$ cat src/rtl/wdt_pkg.sv
package wdt_pkg;
  typedef enum logic {
    WDT_ST_RUN  = 1'b0,
    WDT_ST_HOLD = 1'b1
  } wdt_state_e;
endpackage

$ cat src/rtl/wdt_timeout_cnt.sv
module wdt_timeout_cnt #(
  parameter int TIMEOUT_CYCLES = 49152
) (
  input  logic clk,
  input  logic rst_n,
  input  logic run,
  input  logic clear,
  output logic fire
);
  localparam int CW = (TIMEOUT_CYCLES > 1) ? $clog2(TIMEOUT_CYCLES) : 1;
  localparam logic [CW-1:0] LAST = CW'(TIMEOUT_CYCLES - 1);

  logic [CW-1:0] cnt_q;

  assign fire = run && !clear && (cnt_q == LAST);

  always_ff @(posedge clk or negedge rst_n) begin
    if (!rst_n)               cnt_q <= '0;
    else if (!run || clear)   cnt_q <= '0;
    else if (cnt_q == LAST)   cnt_q <= '0;
    else                      cnt_q <= cnt_q + 1'b1;
  end

  AST_CNT_BOUND: assert property (@(posedge clk) disable iff (!rst_n)
    cnt_q <= LAST);
  AST_CLEAR_ZEROES: assert property (@(posedge clk) disable iff (!rst_n)
    clear |=> (cnt_q == '0));
  AST_IDLE_ZERO: assert property (@(posedge clk) disable iff (!rst_n)
    !run |=> (cnt_q == '0));
endmodule

$ cat src/rtl/wdt_hold_timer.sv
module wdt_hold_timer #(
  parameter int HOLD_CYCLES = 4100
) (
  input  logic clk,
  input  logic rst_n,
  input  logic active,
  output logic done
);
  localparam int HW = (HOLD_CYCLES > 1) ? $clog2(HOLD_CYCLES) : 1;
  localparam logic [HW-1:0] LAST = HW'(HOLD_CYCLES - 1);

  logic [HW-1:0] hcnt_q;

  assign done = active && (hcnt_q == LAST);

  always_ff @(posedge clk or negedge rst_n) begin
    if (!rst_n)              hcnt_q <= '0;
    else if (!active || done) hcnt_q <= '0;
    else                     hcnt_q <= hcnt_q + 1'b1;
  end

  AST_HOLD_BOUND: assert property (@(posedge clk) disable iff (!rst_n)
    hcnt_q <= LAST);
endmodule

$ cat src/rtl/wdt_reset_gen.sv
module wdt_reset_gen #(
  parameter int TIMEOUT_CYCLES = 49152,
  parameter int HOLD_CYCLES    = 4100
) (
  input  logic clk_slow,
  input  logic rst_n,
  input  logic kick,
  input  logic wake,
  output logic sys_rst,
  output logic wdt_cause,
  output logic cpu_run
);
  import wdt_pkg::*;

  wdt_state_e state_q;
  logic       fire;
  logic       hold_done;
  logic       in_run;
  logic       cnt_clear;

  assign in_run    = (state_q == WDT_ST_RUN);
  assign cnt_clear = kick || !wake;

  wdt_timeout_cnt #(.TIMEOUT_CYCLES(TIMEOUT_CYCLES)) i_cnt (
    .clk   (clk_slow),
    .rst_n (rst_n),
    .run   (in_run),
    .clear (cnt_clear),
    .fire  (fire)
  );

  wdt_hold_timer #(.HOLD_CYCLES(HOLD_CYCLES)) i_hold (
    .clk    (clk_slow),
    .rst_n  (rst_n),
    .active (!in_run),
    .done   (hold_done)
  );

  always_ff @(posedge clk_slow or negedge rst_n) begin
    if (!rst_n) begin
      state_q   <= WDT_ST_RUN;
      sys_rst   <= 1'b0;
      cpu_run   <= 1'b1;
      wdt_cause <= 1'b0;
    end else begin
      case (state_q)
        WDT_ST_RUN: if (fire) begin
          state_q   <= WDT_ST_HOLD;
          sys_rst   <= 1'b1;
          cpu_run   <= 1'b0;
          wdt_cause <= 1'b1;
        end
        default: if (hold_done) begin
          state_q <= WDT_ST_RUN;
          sys_rst <= 1'b0;
          cpu_run <= 1'b1;
        end
      endcase
    end
  end

  AST_RUN_EXCL: assert property (@(posedge clk_slow) disable iff (!rst_n)
    cpu_run != sys_rst);
  AST_FIRE_RESETS: assert property (@(posedge clk_slow) disable iff (!rst_n)
    fire |=> (sys_rst && wdt_cause));
  AST_CAUSE_STICKY: assert property (@(posedge clk_slow) disable iff (!rst_n)
    wdt_cause |=> wdt_cause);
  AST_HOLD_IGNORES: assert property (@(posedge clk_slow) disable iff (!rst_n)
    (!in_run && !hold_done) |=> sys_rst);
endmodule

$ cat config.mk
export PLATFORM = sky130hd
export DESIGN_NAME = wdt_reset_gen
export DESIGN_NICKNAME = d
export VERILOG_FILES = /design/src/rtl/wdt_pkg.sv /design/src/rtl/wdt_timeout_cnt.sv /design/src/rtl/wdt_hold_timer.sv /design/src/rtl/wdt_reset_gen.sv
export SDC_FILE = /design/constraint.sdc
export NUM_CORES = 1
export LEC_CHECK = 0
export ABC_AREA = 0
export BUFFER_PORTS_ARGS = -buffer_cell sky130_fd_sc_hd__buf_4
export CORE_AREA = 2 2 55 57
export CTS_BUF_LIST = sky130_fd_sc_hd__clkbuf_16
export DETAILED_ROUTE_END_ITERATION = 8
export DIE_AREA = 0 0 57 59
export PLACE_DENSITY = 0.86
export SYNTH_ARGS = -nofsm -noshare
export SYNTH_HDL_FRONTEND = slang
export SYNTH_SLANG_ARGS = --single-unit
$ cat constraint.sdc
create_clock -name clk_slow -period 2.2 [get_ports clk_slow]
set_input_delay 0.11 -clock clk_slow [delete_from_list [all_inputs] [get_ports clk_slow]]
set_output_delay 0.11 -clock clk_slow [all_outputs]
set_load 0.01 [all_outputs]
==> run metrics <==
vias per cell 5.70; post-DP HPWL 2010 µm; leading cell type in the layout, fill and taps excluded nor2_1; RSZ-0062 raised after global routing no; number of buffers added on ports 6; Reg2Reg Depth 5; crit path from i_hold.hcnt_q[0]; Startpoint Class flop; core area 0.00271 mm²; IO Count 7; Tightest Pin Transition 0.486 ns; Crit-path slowest cell nand2b_1; crit end category flop; XOR/XNOR share of the synthesized area 0.129; area share of the largest cell type after synthesis 0.511; largest net degree at the start of global routing 34; antenna violations before repair 0; DP Area 0.00163 mm²; Post-Syn Nets 161; TritonCTS clock tree built; Worst Setup EP i_hold.hcnt_q[9]; Post-Synth Simple-Gate Area 0.268; clock slew at reported path FFs 0.05 ns; Worst-Skew Late Latency 0.27 ns; layout cell share with drive strength beyond 1 0.107; Starting Density 0.578; H-tree depth 2; Crit Path Class flop to flop; post-synthesis sequential area ratio 0.528; via count 1134; Detailed Route Iter0 Violations 67; GRT Util Overall 0.195; PwrDens 701 mW/mm²; Final GP Congestion 0.825; Area growth syn-to-layout 13.7%; Hold Fails Final Rpt 0; Slew headroom 0.676; Area contributors post-synth dfrtp_1 51%, xnor2_1 12%, nor2_1 7.9%; CTS Buf Count 5; min Tclk post-route 1.95 ns; Post-Synth Adder-Cell Area 0.0160; final worst-path cycle share 0.886; Final Slew Violations 0; postcts setup bufs 0; clk root buf clkbuf_16; Synth Warn # 0; Pleak 0.000747 µW; worst reg2reg path endpoint i_hold.hcnt_q[9]; Final Setup Violations 0; post-route DRC violation count 0; leading area contributor after synthesis dfrtp_1; post-route cell area 0.00178 mm²; Reg2Reg Setup Slack 0.25 ns; CP Cell Sequence ha_1 > nor4b_1 > and3_1 > nand2b_1 > nor2_1; Yosys reg bits 33; clock buffer depth 2; WL final 2870 µm; # Max-Cap Violations 0; CP Data Arrival Time 2.08 ns; compound-cell area share of the yosys netlist 0.0304; highest-count cells in the layout ignoring fill and taps 33 x nor2_1, 32 x dfrtp_1, 21 x xnor2_1; vias in the first global route 1130; Post-Syn Area 0.00157 mm²; die height 59 µm; GR Overflow Total 0; Pre-antenna DRT Iters 4; worst r2r src i_hold.hcnt_q[0]; Cells after Synth 155; Crit path buffers/inverters 0; Worst VDD drop 0.000563 V; Die Wd 57 µm; status complete, no violations; WP data required 2.33 ns; number of cells on the critical path 5; CP Max Fanout 13; first-pass GRT wire length 4970 µm; Hold Path Class input port to flop; synth unique cells 30; setup TNS 0 ns; clock sinks 33; wire per inst 14.4 µm; clk_skew 0.00503 ns; Antenna Nets Post-Route 0; post-synthesis mux area share 0; Layout Nets 173; Antenna Cells 0; largest family of logic cells by synthesized area simple AND/OR/NAND/NOR gates; maximum clock rate 0.513 GHz; delay-heaviest family, CP simple AND/OR/NAND/NOR gates; Row Count 19; Synth Area per Inst 10.1 µm²; Worst path max stage delay 0.43 ns; Die ar. 0.00336 mm²
[flip-flops by register name (all words and copies together) (netlist names)]
register	flops
sys_rst	1
cpu_run	1
i_hold.hcnt_q	13
i_cnt.cnt_q	16
wdt_cause	1
state_q	1
[final cells by class]
class,instances,area [µm²]
fillers,200,930
inverters,8,30.0
clock buffers,5,125
multi-input cells,112,693
repair buffers,7,55.1
well taps,31,38.8
flip-flops and latches,33,827
clock inverters,3,11.3
[where the power goes]
| group | internal [µW] | switching, µW |
|---|---|---|
| Combinational | 4.62 | 11.6 |
| Clock | 405 | 219 |
| Sequential | 608 | 0 |
| Total | 1020 | 231 |
[cell usage after synthesis (all sizes together)]
| library cell | number |
|---|---|
| nor2 | 33 |
| dfrtp | 32 |
| xnor2 | 21 |
| nand3 | 11 |
| nand2 | 9 |
| inv | 8 |
| nor4 | 7 |
| nand4 | 6 |
| nor3 | 5 |
| a21oi | 2 |
| buf | 2 |
| ha | 2 |
| nor4b | 2 |
| o21ai | 2 |
| or3 | 2 |
| xor2 | 2 |
| a21bo | 1 |
| a21o | 1 |
| a22o | 1 |
| and2 | 1 |
| and3 | 1 |
| dfstp | 1 |
| nand2b | 1 |
| nor2b | 1 |
| or2b | 1 |
[worst reg2reg max path, cell delays in order, from the launching register on]
cell and delay, ns:
dfrtp_1 0.41, ha_1 0.28, nor4b_1 0.32, and3_1 0.27
nand2b_1 0.43, nor2_1 0.12
[worst min-delay path by stage]
stage | endpoint | start | depth (start not counted)
floorplan | i_cnt.cnt_q[0] | rst_n | 0
global placement | i_hold.hcnt_q[12] | rst_n | 1
detailed placement | i_hold.hcnt_q[12] | rst_n | 1
CTS | i_cnt.cnt_q[8] | wake | 3
global route | i_cnt.cnt_q[8] | wake | 3
finish | state_q | wake | 3
[cell families (layout without fill, tap and decap cells)]
logic type               Yosys count  count (layout)
AND/OR/NAND/NOR                   80              80
XOR/XNOR                          23              23
adder cells (fa/ha/maj)            2               2
AO/OA/AOI/OAI                      7               7
flip-flops                        33              33
buffers and inverters             10              23
[layer usage]
| layer | vias up | global-route usage | part of all wire |
|---|---|---|---|
| met5 | - | 0 | 0 |
| met4 | 0 | 0.0797 | 0.010 |
| met3 | 4 | 0.0480 | 0.040 |
| met2 | 30 | 0.351 | 0.56 |
| met1 | 555 | 0.223 | 0.39 |
| li1 | 545 | - | - |
[stage by stage]
stage	util	total power, µW	instances	setup WS [ns]	hold WS (ns)
after floorplan	-	618	155	0.657	-0.186
after global placement	0.603	633	190	0.528	0.0600
after detailed placement	0.603	634	190	0.343	0.0677
after CTS	0.657	1270	199	0.265	0.165
after global routing	0.657	1280	199	0.0986	0.190
final	0.657	1250	199	0.250	0.171
[what timing repair did]
| action | 4_1_cts | 5_1_grt |
|---|---|---|
| hold buffers | 1 | 0 |
| endpoints found under the setup margin | 0 | 0 |
| hold endpoints to repair | 32 | 0 |
| gates resized for setup | 0 | 0 |
Note: power is estimated with default switching activity, not from simulation.
